File: src/rtl/tmr_pkg.sv
`timescale 1ns/1ps
package tmr_pkg;
    typedef enum logic [1:0] {
        CH_IDLE = 2'd0,
        CH_RUN  = 2'd1,
        CH_STOP = 2'd2,
        CH_HALT = 2'd3
    } ch_state_t;

    // control register field positions
    localparam int CTL_W       = 8;
    localparam int CTL_EN      = 0;
    localparam int CTL_RLD     = 1;
    localparam int CTL_SRC_LSB = 2;
    localparam int SRC_W       = 2;
    localparam int CTL_PRE_LSB = 4;
    localparam int PRE_W       = 3;
    localparam int CTL_ONESHOT = 7;
    localparam int NSRC        = 1 << SRC_W;

    // address layout
    localparam int OFS_IEN   = 'h00;
    localparam int OFS_STS   = 'h04;
    localparam int CH_BASE   = 'h10;
    localparam int CH_STRIDE = 'h10;
    localparam int SUB_CTL   = 'h0;
    localparam int SUB_INTV  = 'h4;
    localparam int SUB_CNT   = 'h8;
endpackage

File: src/rtl/tmr_prescale.sv
`timescale 1ns/1ps
module tmr_prescale #(
    parameter int PRE_W = 3
) (
    input  logic             clk,
    input  logic             rst_n,
    input  logic             clr,
    input  logic             tick_in,
    input  logic [PRE_W-1:0] pre_sel,
    output logic             tick_out
);
    localparam int ACC_W = (1 << PRE_W) - 1;

    logic [ACC_W-1:0] acc_q;
    logic [ACC_W-1:0] mask;

    // low pre_sel bits set
    assign mask     = ~({ACC_W{1'b1}} << pre_sel);
    assign tick_out = tick_in && ((acc_q & mask) == mask);

    always_ff @(posedge clk or negedge rst_n) begin
        if (!rst_n)       acc_q <= '0;
        else if (clr)     acc_q <= '0;
        else if (tick_in) acc_q <= acc_q + 1'b1;
    end
endmodule

File: src/rtl/tmr_chan.sv
`timescale 1ns/1ps
module tmr_chan
    import tmr_pkg::*;
#(
    parameter int DW         = 32,
    parameter int STOP_TICKS = 2
) (
    input  logic             clk,
    input  logic             rst_n,
    input  logic [NSRC-1:0]  src_tick,
    input  logic             cfg_en,
    input  logic             cfg_rld,
    input  logic [SRC_W-1:0] cfg_src,
    input  logic [PRE_W-1:0] cfg_pre,
    input  logic             cfg_oneshot,
    input  logic [DW-1:0]    interval,
    output logic [DW-1:0]    count,
    output logic             expire,
    output logic             rld_done,
    output logic [1:0]       state
);
    localparam int STP_W = $clog2(STOP_TICKS + 1);

    ch_state_t        st_q, st_n;
    logic [DW-1:0]    cnt_q, cnt_n;
    logic [STP_W-1:0] stp_q, stp_n;
    logic             sel_tick, div_tick, pre_clr;

    assign sel_tick = src_tick[cfg_src];
    assign pre_clr  = (st_q == CH_IDLE) || (st_q == CH_HALT);

    tmr_prescale #(.PRE_W(PRE_W)) pre_i (
        .clk      (clk),
        .rst_n    (rst_n),
        .clr      (pre_clr),
        .tick_in  (sel_tick),
        .pre_sel  (cfg_pre),
        .tick_out (div_tick)
    );

    // state register
    always_ff @(posedge clk or negedge rst_n) begin
        if (!rst_n) begin
            st_q  <= CH_IDLE;
            cnt_q <= '0;
            stp_q <= '0;
        end else begin
            st_q  <= st_n;
            cnt_q <= cnt_n;
            stp_q <= stp_n;
        end
    end

    // next state, count and event strobes
    always_comb begin
        st_n     = st_q;
        cnt_n    = cnt_q;
        stp_n    = stp_q;
        expire   = 1'b0;
        rld_done = 1'b0;
        unique case (st_q)
            CH_IDLE: begin
                stp_n = '0;
                if (cfg_rld) begin
                    cnt_n    = interval;
                    rld_done = 1'b1;
                end
                if (cfg_en) st_n = CH_RUN;              // start
            end
            CH_HALT: begin
                if (cfg_rld) begin
                    cnt_n    = interval;
                    rld_done = 1'b1;
                end
                if (!cfg_en)      st_n = CH_IDLE;       // release
                else if (cfg_rld) st_n = CH_RUN;        // rearm
            end
            CH_RUN, CH_STOP: begin
                if (div_tick) begin
                    if (cfg_rld) begin
                        cnt_n    = interval;
                        rld_done = 1'b1;
                    end else if (cnt_q == '0) begin
                        expire = 1'b1;
                        if (cfg_oneshot)
                            st_n = (st_q == CH_RUN) ? CH_HALT : CH_IDLE; // fire / settle
                        else
                            cnt_n = interval;
                    end else begin
                        cnt_n = cnt_q - 1'b1;
                    end
                end
                if (st_q == CH_RUN) begin
                    if (!cfg_en && st_n == CH_RUN) begin
                        st_n  = CH_STOP;                // drain
                        stp_n = '0;
                    end
                end else if (st_n == CH_STOP) begin
                    if (cfg_en) begin
                        st_n = CH_RUN;                  // resume
                    end else if (sel_tick) begin
                        if (stp_q == STP_W'(STOP_TICKS - 1)) st_n = CH_IDLE; // settle
                        else stp_n = stp_q + 1'b1;
                    end
                end
            end
        endcase
    end

    // outputs
    assign count = cnt_q;
    assign state = st_q;
endmodule

File: src/rtl/tmr_multi.sv
`timescale 1ns/1ps
module tmr_multi
    import tmr_pkg::*;
#(
    parameter int NCH        = 2,
    parameter int DW         = 32,
    parameter int ADDR_W     = 8,
    parameter int STOP_TICKS = 2
) (
    input  logic              clk,
    input  logic              rst_n,
    input  logic [3:0]        src_tick,
    input  logic              bus_sel,
    input  logic              bus_wr,
    input  logic [ADDR_W-1:0] bus_addr,
    input  logic [DW-1:0]     bus_wdata,
    output logic [DW-1:0]     bus_rdata,
    output logic              irq
);
    logic [NCH-1:0]            ien_q, sts_q, sts_clr;
    logic [NCH-1:0][CTL_W-1:0] ctrl_q;
    logic [NCH-1:0][DW-1:0]    intv_q;
    logic [NCH-1:0][DW-1:0]    cnt_w;
    logic [NCH-1:0][1:0]       st_w;
    logic [NCH-1:0]            exp_w, rld_done_w, rld_w;
    logic [DW-1:0]             rd_val;
    logic                      wr_en;

    function automatic logic [ADDR_W-1:0] ch_addr(input int n, input int sub);
        return ADDR_W'(CH_BASE + n * CH_STRIDE + sub);
    endfunction

    assign wr_en   = bus_sel && bus_wr;
    assign sts_clr = (wr_en && bus_addr == ADDR_W'(OFS_STS)) ? bus_wdata[NCH-1:0] : '0;
    assign irq     = |(sts_q & ien_q);

    for (genvar n = 0; n < NCH; n++) begin : g_ch
        tmr_chan #(.DW(DW), .STOP_TICKS(STOP_TICKS)) chan_i (
            .clk         (clk),
            .rst_n       (rst_n),
            .src_tick    (src_tick),
            .cfg_en      (ctrl_q[n][CTL_EN]),
            .cfg_rld     (ctrl_q[n][CTL_RLD]),
            .cfg_src     (ctrl_q[n][CTL_SRC_LSB +: SRC_W]),
            .cfg_pre     (ctrl_q[n][CTL_PRE_LSB +: PRE_W]),
            .cfg_oneshot (ctrl_q[n][CTL_ONESHOT]),
            .interval    (intv_q[n]),
            .count       (cnt_w[n]),
            .expire      (exp_w[n]),
            .rld_done    (rld_done_w[n]),
            .state       (st_w[n])
        );
        assign rld_w[n] = ctrl_q[n][CTL_RLD];
    end

    // read decode
    always_comb begin
        rd_val = '0;
        if (bus_addr == ADDR_W'(OFS_IEN)) rd_val = DW'(ien_q);
        if (bus_addr == ADDR_W'(OFS_STS)) rd_val = DW'(sts_q);
        for (int n = 0; n < NCH; n++) begin
            if (bus_addr == ch_addr(n, SUB_CTL))  rd_val = DW'(ctrl_q[n]);
            if (bus_addr == ch_addr(n, SUB_INTV)) rd_val = intv_q[n];
            if (bus_addr == ch_addr(n, SUB_CNT))  rd_val = cnt_w[n];
        end
    end

    // register file
    always_ff @(posedge clk or negedge rst_n) begin
        if (!rst_n) begin
            ien_q     <= '0;
            sts_q     <= '0;
            ctrl_q    <= '0;
            intv_q    <= '0;
            bus_rdata <= '0;
        end else begin
            sts_q <= (sts_q & ~sts_clr) | exp_w;
            if (bus_sel && !bus_wr) bus_rdata <= rd_val;
            for (int n = 0; n < NCH; n++)
                if (rld_done_w[n]) ctrl_q[n][CTL_RLD] <= 1'b0;
            if (wr_en) begin
                if (bus_addr == ADDR_W'(OFS_IEN)) ien_q <= bus_wdata[NCH-1:0];
                for (int n = 0; n < NCH; n++) begin
                    if (bus_addr == ch_addr(n, SUB_CTL))  ctrl_q[n] <= bus_wdata[CTL_W-1:0];
                    if (bus_addr == ch_addr(n, SUB_INTV)) intv_q[n] <= bus_wdata;
                end
            end
        end
    end
endmodule

File: config.mk
export PLATFORM = sky130hd
export DESIGN_NAME = tmr_multi
export DESIGN_NICKNAME = d
export VERILOG_FILES = /design/src/rtl/tmr_pkg.sv /design/src/rtl/tmr_prescale.sv /design/src/rtl/tmr_chan.sv /design/src/rtl/tmr_multi.sv
export SDC_FILE = /design/constraint.sdc
export NUM_CORES = 1
export LEC_CHECK = 0
export BUFFER_PORTS_ARGS = -buffer_cell sky130_fd_sc_hd__buf_4
export CELL_PAD_IN_SITES_DETAIL_PLACEMENT = 1
export CELL_PAD_IN_SITES_GLOBAL_PLACEMENT = 2
export CORE_MARGIN = 2
export CORE_UTILIZATION = 34
export CTS_BUF_LIST = sky130_fd_sc_hd__clkbuf_8
export DETAILED_ROUTE_END_ITERATION = 8
export PLACE_DENSITY = 0.74
export SYNTH_ARGS = -nofsm -noshare
export SYNTH_HDL_FRONTEND = slang
export SYNTH_HIERARCHICAL = 1
export SYNTH_SLANG_ARGS = --single-unit
File: constraint.sdc
create_clock -name clk -period 4.22 [get_ports clk]
set_input_delay 0.422 -clock clk [delete_from_list [all_inputs] [get_ports clk]]
set_output_delay 0.422 -clock clk [all_outputs]
set_load 0.02 [all_outputs]
==> run_results.csv, run 1 <==
group,metric,value,unit
global_routing,grt_antenna_before_repair,0,
global_routing,grt_use_met2,36.59,%
floorplan,die-height,189.5,um
synthesis,synth_ff_type,"dfrtp_1",
worst_setup_path,cp_max_fo,27,
synthesis,synth_common_cells,"202 x dfrtp_1, 90 x nor2_1, 79 x a21oi_1, 79 x mux2_2, 65 x o21ai_0",
sta,relSlewSlack,19.10,%
synthesis,synth-adder-area-share,1.497,%
synthesis,yosys.area_share.xor_xnor,0.7487,%
cells_and_area,layout-drive-gt1-share,21.95,%
synthesis,synth_top_family_by_area,"compound AO/OA/AOI/OAI gates",
floorplan,initial_core_util,34.71,%
global_routing,grt_start_max_net_pins,118,
floorplan,io_pins,81,
cells_and_area,synthToLayoutAreaGrowth,14.57,%
synthesis,synth_compound_area_share,22.74,%
outcome,status,"completed",
sta,period_needed,3364,ps
drt,ant_nets,0,
sta,clock.fmax,0.2972,GHz
cells_and_area,antennaDiodeCount,0,
job,cap_violations,0,
power,ir_drop,0.2302,mV
sta,worst_pin_slew,1212,ps
global_routing,grt_pass1_wl,64.18,mm
place,dp.final_hpwl,28.67,mm
power,powerDensity,507.7,nW/um2
cts,root_buffer,"clkbuf_8",
synthesis,avgSynthCellArea,9.931,um2
drt,avgViaCountPerCell,5.879,
synthesis,synth.distinct_cells,80,
worst_setup_path,critical_path_class,"reg2reg",
global_routing,gr-usage-met3,4.004,%
worst_setup_path,cp-end-kind,"register",
global_routing,grt_usage,23.03,%
drt,avgRoutedWirePerCell,23.56,um
cts,cts.clk_slew.worst_paths,60,ps
synthesis,synthSimpleGateAreaFrac,15.79,%
worst_setup_path,cp.required,4650,ps
cts,ctsResizeCount,0,
synthesis,synth_mux_area_share,10.59,%
worst_setup_path,cpPeakStageDelay,770,ps
synthesis,yosys_warnings,6,
floorplan,fp.dieW,189.5,um
place,placed_area,12610,um2
cts,cts_tree,"yes",
sta,slew_violations,0,
worst_setup_path,crit_chain,"mux4_2 > nand2_1 > a211oi_1 > o21ai_1 > a21boi_0 > a41oi_4 > o21ai_0 > o2bb2ai_1",
sta,period_share,79.72,%
global_routing,globalRouteOverflowTotal,0,
drt,routed_wl,40.72,mm
synthesis,synth_most_common_cell,"dfrtp_1",
synthesis,synth_edf_count,0,
drt,vias,10160,
drt,drt_pass1_iterations,5,
global_routing,grt_pass1_vias,10670,
synthesis,synth_top_area_share,43.21,%
floorplan,die_area,35910,um2
worst_setup_path,rrSetupSlack,860,ps
sta,setup_violations,0,
place,place.gp.congestion,0.8651,
synthesis,syn-num-nets,1240,
sta,fin_skew,23.14,ps
cts,htree_levels,2,
sta,finalHoldViolCount,0,
power,power_leakage,5.661,nW
worst_setup_path,critPathArrivalTime,3790,ps
worst_setup_path,cp_slowest_cell,"a41oi_4",
synthesis,synth.area.top_cells,"dfrtp_1 43%, mux2_2 7.6%, a21oi_1 3.4%",
place,io_buffers,80,
cells_and_area,postLayoutCellArea,13400,um2
global_routing,top_usage_layer,"met2",
worst_hold_path,hold_class,"in2reg",
synthesis,ys_ff_latch,202,
sta,tns,0,ps
cts,cts_buffers,40,
synthesis,synthCells,1178,
sta,rsz0062_at_grt,"no",
worst_setup_path,cp-start-kind,"register",
drt,post-route-drc-count,0,
cts,clock_sinks,202,
drt,first_iter_violations,548,
synthesis,synthesis.area,11700,um2
floorplan,core,33700,um2
global_routing,use_met1,31.46,%
floorplan,fp-row-count,67,
synthesis,yosysTopAreaCell,"dfrtp_1",
synthesis,async_flop_share,100.0,%
synthesis,yosysSeqAreaShare,43.21,%
cells_and_area,final_nets,1313,
cts,clockBufferDepth,3,
cts,insertion_delay,580,ps
## what timing repair did
item | in CTS | in global routing
setup buffers | 0 | 0
hold endpoints to repair | 12 | 0
hold buffers | 1 | 0
## logic make-up after synthesis
group	Yosys count
compound gates	385
xor+xnor	10
fa+ha+maj	14
buf+inv	115
flops	202
mux	111
simple gates	341
## flip-flops by register name, indices dropped and copies added (netlist names)
register,count
g_ch.chan_i/pre_i/acc_q,14
g_ch.chan_i/stp_q,4
sts_q,2
ien_q,2
ctrl_q,16
g_ch.chan_i/state,4
intv_q,64
bus_rdata,32
g_ch.chan_i/count,64
## critical path, delay by kind of cell (launching register included)
kind	cells	cell delay (ps)
AO/OA/AOI/OAI	6	2200
flip-flops	1	410
AND/OR/NAND/NOR	1	80
multiplexers	1	520
## report_power, final
part           leakage [nW]  internal, mW  switching (mW)
Sequential             2.68          2.23           0.492
Combinational          2.52         0.798            1.32
Clock                 0.457          1.06           0.904
## final timing paths
kind | startpoint | end | depth (start not counted)
setup reg to reg | ctrl_q[10] | g_ch[1].chan_i/count[3] | 8
min in group asynchronous | rst_n | g_ch[0].chan_i/pre_i/acc_q[4] | 2
setup / recovery | ctrl_q[10] | g_ch[1].chan_i/count[3] | 8
hold reg to reg | bus_rdata[7] | bus_rdata[7] | 2
max in group asynchronous | rst_n | g_ch[1].chan_i/pre_i/acc_q[4] | 3
hold / removal | bus_wdata[22] | intv_q[22] | 2
## cell type report
cell class	count	area, um2
Fill cell	3864	20300
Clock inverter	21	90.09
Multi-Input combinational cell	861	6030
Timing Repair Buffer	109	840.8
Sequential cell	202	5055
Inverter	37	138.9
Tap cell	448	560.5
Clock buffer	50	688.2
## stage by stage
| step | total power [mW] | std cells | util [%] | worst slack (ps) | hold slack (ps) |
|---|---|---|---|---|---|
| finish | 6.805 | 1728 | 39.77 | 855.7 | 85.08 |
| floorplan | 4.101 | 1178 | - | 1635 | 126.4 |
| global route | 7.270 | 1728 | 39.77 | 677.0 | 62.43 |
| CTS | 6.877 | 1728 | 39.77 | 878.2 | 42.75 |
| global placement | 4.808 | 1656 | 37.43 | 1071 | 492.7 |
| detailed placement | 4.863 | 1656 | 37.43 | 892.9 | 504.0 |
## cell usage in the layout (no fill, tap or decap), drive strengths merged, types with 11 or more instances in the layout
cell and count:
a21oi 79, a22o 26, a22oi 43, a2bb2oi 17, a31oi 15, and3 11, buf 108, clkbuf 50
dfrtp 202, ha 14, inv 53, mux2 82, mux2i 27, nand2 62, nand2b 11, nand3 29
nand4 16, nor2 91, nor3 53, nor4 19, o211ai 13, o21ai 69, o22a 11, o22ai 27
o2bb2ai 38
## layer usage
layer,part of all wire (%),vias to the layer above
met5,0,-
met4,3.6,0
li1,-,4629
met1,46,5187
met3,5.1,70
met2,45,273
Power figures use the tool's default switching activity.
==> run 2: changes to the inputs <==
Settings changed: ABC_AREA set to 1, PLACE_DENSITY 0.74 to 0.79.
Clock period 4.22 ns to 3.4 ns, I/O delays scaled along.
==> run_results.csv, run 2 <==
group,metric,value,unit
synthesis,syn-num-nets,1736,
synthesis,synth_common_cells,"473 x nand2_1, 202 x dfrtp_1, 163 x inv_1, 160 x nor2_1, 98 x nand3_1",
global_routing,grt_antenna_before_repair,0,
synthesis,synthSimpleGateAreaFrac,32.98,%
cells_and_area,synthToLayoutAreaGrowth,13.87,%
drt,avgViaCountPerCell,5.130,
power,powerDensity,768.4,nW/um2
floorplan,die-height,197.6,um
global_routing,globalRouteOverflowTotal,0,
cts,clock_sinks,202,
worst_setup_path,cp_max_fo,25,
sta,finalHoldViolCount,0,
worst_setup_path,critPathArrivalTime,3190,ps
floorplan,core,36790,um2
worst_setup_path,cpPeakStageDelay,420,ps
cts,cts.clk_slew.worst_paths,60,ps
synthesis,yosysSeqAreaShare,39.68,%
drt,drt_pass1_iterations,5,
synthesis,avgSynthCellArea,7.610,um2
synthesis,synth_mux_area_share,0,%
worst_setup_path,cp_slowest_cell,"dfrtp_1",
synthesis,yosys_warnings,6,
floorplan,fp.dieW,197.6,um
cts,root_buffer,"clkbuf_8",
worst_setup_path,critPathTopFamily,"buffers and inverters",
global_routing,grt_start_max_net_pins,94,
worst_setup_path,critical_path_class,"reg2reg",
floorplan,fp-row-count,70,
cells_and_area,layout-drive-gt1-share,21.12,%
worst_setup_path,crit_chain,"inv_1 > nand2_1 > nand3_1 > nand2_1 > inv_1 > inv_2 > a21oi_1 > nand2_1 > a21oi_1 > inv_1 > a21oi_1 > inv_1 > nand2_4 > buf_4 > o21ai_2 > nand2_1 > nand2_1",
drt,avgRoutedWirePerCell,19.33,um
drt,first_iter_violations,616,
synthesis,yosys.area_share.xor_xnor,2.475,%
sta,period_needed,2712,ps
drt,ant_nets,0,
synthesis,synth_compound_area_share,14.56,%
synthesis,synthesis.area,12740,um2
worst_setup_path,cp-start-kind,"register",
synthesis,synth.distinct_cells,45,
cells_and_area,final_nets,1820,
global_routing,grt_pass1_wl,69.58,mm
sta,rsz0062_at_grt,"no",
sta,slew_violations,0,
cts,cts_buffers,41,
global_routing,grt_usage,23.11,%
floorplan,die_area,39030,um2
sta,fin_skew,38.98,ps
synthesis,synthCells,1674,
power,p_total,11.15,mW
job,cap_violations,0,
sta,worst_pin_slew,1072,ps
synthesis,ys_ff_latch,202,
worst_hold_path,hold_class,"in2reg",
floorplan,initial_core_util,34.63,%
drt,vias,11560,
synthesis,synth_most_common_cell,"nand2_1",
place,dp.final_hpwl,32.02,mm
worst_setup_path,path_common_cell,"nand2_1",
sta,setup_violations,0,
sta,clock.fmax,0.3687,GHz
synthesis,synth_top_family_by_area,"simple AND/OR/NAND/NOR gates",
synthesis,synth.area.top_cells,"dfrtp_1 40%, nand2_1 14%, inv_1 4.8%",
synthesis,synth_top_area_share,39.68,%
synthesis,synth_ff_type,"dfrtp_1",
worst_setup_path,cp-end-kind,"register",
power,power_leakage,6.964,nW
place,io_buffers,80,
sta,tns,0,ps
cells_and_area,fill_cells,4548,
outcome,status,"completed",
cts,ctsResizeCount,0,
cells_and_area,final_cell_mix,"473 x nand2_1, 202 x dfrtp_1, 173 x inv_1",
synthesis,synth-adder-area-share,1.375,%
power,ir_drop,0.4895,mV
synthesis,async_flop_share,100.0,%
cts,htree_levels,2,
synthesis,yosysTopAreaCell,"dfrtp_1",
cells_and_area,final_common_cell,"nand2_1",
place,place.gp.congestion,0.8586,
drt,routed_wl,43.55,mm
worst_setup_path,cp_num_buf_inv,6,
cts,insertion_delay,600,ps
drt,post-route-drc-count,0,
worst_setup_path,cp.required,3880,ps
sta,period_share,79.76,%
floorplan,io_pins,81,
cts,clockBufferDepth,3,
global_routing,grt_pass1_vias,12060,
cts,cts_tree,"yes",
cells_and_area,antennaDiodeCount,0,
sta,relSlewSlack,28.50,%
synthesis,synth_edf_count,0,
[run 2: cell count changes after synthesis, moves of 41 or more]
| cell | delta |
|---|---|
| a21oi_1 | -56 |
| a22oi_1 | -43 |
| inv_1 | +126 |
| mux2_2 | -79 |
| nand2_1 | +411 |
| nand3_1 | +69 |
| nand4_1 | +41 |
| nor2_1 | +70 |
| o21ai_1 | +83 |
| o21ai_2 | +61 |
[run 2: metrics by stage]
stage	hold slack, ps	instances	setup slack (ps)	util (%)	cell area (um2)
3_5_place_dp	425.7	2182	719.6	37.18	13680
6_report	28.79	2253	688.1	39.43	14510
2_1_floorplan	44.41	1674	1353	-	12740
3_3_place_gp	409.2	2182	832.9	37.18	13680
5_1_grt	24.52	2253	391.1	39.43	14510
4_1_cts	5.540	2253	668.9	39.43	14510
[run 2: cell type report]
class	instances	area (um2)	area share, %
clock buffers	54	743.2	5.124
clock inverters	16	75.07	0.5176
inverters	184	695.7	4.796
multi-input cells	1230	6560	45.23
flip-flops and latches	202	5055	34.85
well taps	468	585.6	4.037
repair buffers	99	790.8	5.452
[run 2: path summary, 6_finish.rpt]
| kind | to | cells past startpoint | from | slack [ps] |
|---|---|---|---|---|
| worst max register to register | g_ch[1].chan_i/count[19] | 17 | ctrl_q[10] | 690 |
| worst min-delay path | intv_q[18] | 3 | bus_wdata[18] | 30 |
| worst min register to register | g_ch[1].chan_i/stp_q[1] | 2 | g_ch[1].chan_i/stp_q[1] | 470 |
| worst max-delay path | g_ch[1].chan_i/count[19] | 17 | ctrl_q[10] | 690 |
| max in group asynchronous | intv_q[12] | 3 | rst_n | 2120 |
| min in group asynchronous | g_ch[1].chan_i/pre_i/acc_q[5] | 2 | rst_n | 320 |
[run 2: what timing repair did]
item                                   4_1_cts  5_1_grt
setup buffers                                0        0
hold buffers                                 1        0
endpoints found under the hold margin       90        0
[run 2: per-layer routing]
metal  global-route usage [%]  part of all wire (%)  vias up
met5                        0                     0        -
met4                    6.461                   2.0        0
met3                    3.022                   3.9       62
met2                    36.59                    46      204
met1                    33.05                    48     5691
li1                         -                     -     5602
[run 2: worst register-to-register path, delay by kind of cell (launching register included)]
| family | cells | cell delay (ps) |
|---|---|---|
| DFF | 1 | 420 |
| AOI/OAI and AO/OA | 4 | 590 |
| and+or+nand+nor | 7 | 720 |
| buffers and inverters | 6 | 870 |
[run 2: report_power, final]
part           switching, mW  leakage (nW)  internal (mW)
Clock                   1.16         0.454           1.41
Sequential             0.586          2.73           2.83
Combinational           3.47          3.78           1.69
[run 2: kinds of logic (layout without fill, tap and decap cells)]
| family | Yosys count | after routing |
|---|---|---|
| buf+inv | 242 | 353 |
| simple gates | 915 | 915 |
| fa+ha+maj | 14 | 14 |
| flops | 202 | 202 |
| compound gates | 265 | 265 |
| xor+xnor | 36 | 36 |
==> run 3: changes to the inputs <==
Settings changed: PLACE_DENSITY 0.79 to 0.82.
Clock period 3.4 ns to 2.35 ns, I/O delays scaled along.
==> run_results.csv, run 3 (synthesis gave the netlist of run 2 again) <==
group,metric,value,unit
cts,root_buffer,"clkbuf_8",
floorplan,die-height,197.6,um
power,powerDensity,1113,nW/um2
cts,insertion_delay,570,ps
worst_hold_path,hold_path_end,"intv_q[5]",
sta,worst_pin_slew,674.5,ps
worst_setup_path,rrSetupSlack,160,ps
worst_setup_path,r2r_end,"g_ch[1].chan_i/count[21]",
cells_and_area,post-route-util,41.78,%
cells_and_area,final_nets,1886,
worst_hold_path,holdCritStartpoint,"bus_wdata[5]",
cells_and_area,synthToLayoutAreaGrowth,20.64,%
worst_setup_path,cp-end-kind,"register",
place,dp_cells,2214,
worst_setup_path,critPathArrivalTime,2640,ps
power,ir_drop,0.5015,mV
floorplan,core,36790,um2
global_routing,grt_antenna_before_repair,0,
drt,avgRoutedWirePerCell,19.19,um
floorplan,die_area,39030,um2
sta,layout_setup_ws,162.4,ps
place,pre_cts_ws,-23.87,ps
floorplan,io_pins,81,
worst_setup_path,rr_worst_depth,13,
cells_and_area,final_common_cell,"nand2_1",
cts,cts_buffers,42,
power,p_total,17.11,mW
job,cap_violations,0,
place,place.gp.congestion,0.8441,
global_routing,globalRouteOverflowTotal,0,
cells_and_area,postLayoutCellArea,15370,um2
sta,slew_violations,0,
cells_and_area,final_cell_mix,"470 x nand2_1, 202 x dfrtp_1, 171 x inv_1",
cts,cts_tree,"yes",
cts,htree_levels,2,
drt,routed_wl,44.51,mm
floorplan,initial_core_util,34.63,%
place,io_buffers,80,
cts,clock_sinks,202,
power,power_leakage,7.358,nW
outcome,status,"completed",
cells_and_area,antennaDiodeCount,0,
drt,vias,11930,
floorplan,fp.dieW,197.6,um
worst_hold_path,hold_class,"in2reg",
worst_setup_path,cp-start-kind,"register",
drt,avgViaCountPerCell,5.144,
drt,drt_pass1_iterations,5,
sta,fin_skew,18.64,ps
cts,clockBufferDepth,3,
worst_setup_path,r2r-start,"g_ch[1].chan_i/count[0]",
sta,finalHoldViolCount,0,
drt,ant_nets,0,
cells_and_area,layout-drive-gt1-share,23.38,%
sta,period_share,93.09,%
cells_and_area,final_cells,2320,
drt,post-route-drc-count,0,
floorplan,fp-row-count,70,
worst_hold_path,whs_path_depth,3,
drt,first_iter_violations,665,
cts,cts.clk_slew.worst_paths,60,ps
worst_setup_path,cp_max_fo,14,
place,placed_area,14090,um2
sta,period_needed,2188,ps
global_routing,grt_pass1_wl,70.73,mm
global_routing,grt_start_max_net_pins,66,
global_routing,grt_usage,23.25,%
worst_setup_path,critical_path_class,"reg2reg",
worst_setup_path,cp.required,2810,ps
place,dp.final_hpwl,32.90,mm
global_routing,grt_pass1_vias,12480,
sta,setup_violations,0,
sta,clock.fmax,0.4571,GHz
sta,relSlewSlack,55.03,%
==> run 3: cell count changes in the layout (fill, tap and decap cells not counted), sizes merged <==
cell / before / now
buf: 98 / 134
dlygate4sd3: 1 / 27
clkinv: 4 / 7
bufinv: 0 / 2
clkinvlp: 3 / 2
inv: 193 / 194
==> run 3: layout make-up <==
class	instances	area, um2
Sequential cell	202	5055
Timing Repair Buffer	164	1553
Inverter	184	695.7
Fill cell	4503	21420
Multi-Input combinational cell	1230	6630
Tap cell	468	585.6
Clock inverter	21	146.4
Clock buffer	51	701.9
==> run 3: where the power goes <==
group / internal, mW / switching (mW) / leakage (nW)
registers: 4.09 / 0.777 / 2.73
logic: 3.12 / 5.27 / 4.15
clock network: 2.17 / 1.68 / 0.477
==> run 3: worst max path at each step <==
stage	slack, ps	depth (start not counted)	to	startpoint
6_report	160	13	g_ch[1].chan_i/count[21]	g_ch[1].chan_i/count[0]
5_1_grt	-60	18	g_ch[0].chan_i/state[0]	ctrl_q[2]
4_1_cts	0.4	18	g_ch[0].chan_i/stp_q[1]	ctrl_q[2]
3_5_place_dp	-20	17	g_ch[1].chan_i/stp_q[0]	ctrl_q[10]
3_3_place_gp	150	18	g_ch[0].chan_i/stp_q[0]	ctrl_q[2]
2_1_floorplan	300	18	g_ch[0].chan_i/stp_q[0]	ctrl_q[2]
==> run 3: per-layer routing <==
| metal | vias up | routed length (um) | global-route usage [%] |
|---|---|---|---|
| met1 | 5977 | 21550 | 32.86 |
| met5 | - | 0 | 0 |
| met4 | 0 | 671 | 5.458 |
| met3 | 47 | 1471 | 2.971 |
| li1 | 5732 | - | - |
| met2 | 178 | 20820 | 37.83 |
==> run 3: through the flow <==
step / TNS [ps] / hold slack (ps)
after floorplan: 0 / -60.59
after global placement: 0 / 293.4
after detailed placement: -67.25 / 297.1
after CTS: 0 / 35.21
after global routing: -178.4 / 61.68
final: 0 / 68.96
==> run 3: timing repair <==
| action | CTS | global route |
|---|---|---|
| gates resized for setup | 2 | 17 |
| gates cloned | 0 | 2 |
| endpoints found under the setup margin | 5 | 69 |
| buffers inserted | 0 | 5 |
| pin swaps | 0 | 8 |
| hold buffers | 27 | 0 |
| hold endpoints to repair | 109 | 0 |
==> run 3: worst max-delay path, cell delays in order, from the launching register on <==
cell	delay (ps)
dfrtp_1	380
inv_1	140
ha_1	240
nand2_1	70
nor2_1	190
nand3_1	150
nor2_4	180
nand2_2	70
nand3_2	80
nand2_4	100
buf_4	160
clkbuf_16	170
nand3_1	90
nand2_1	60
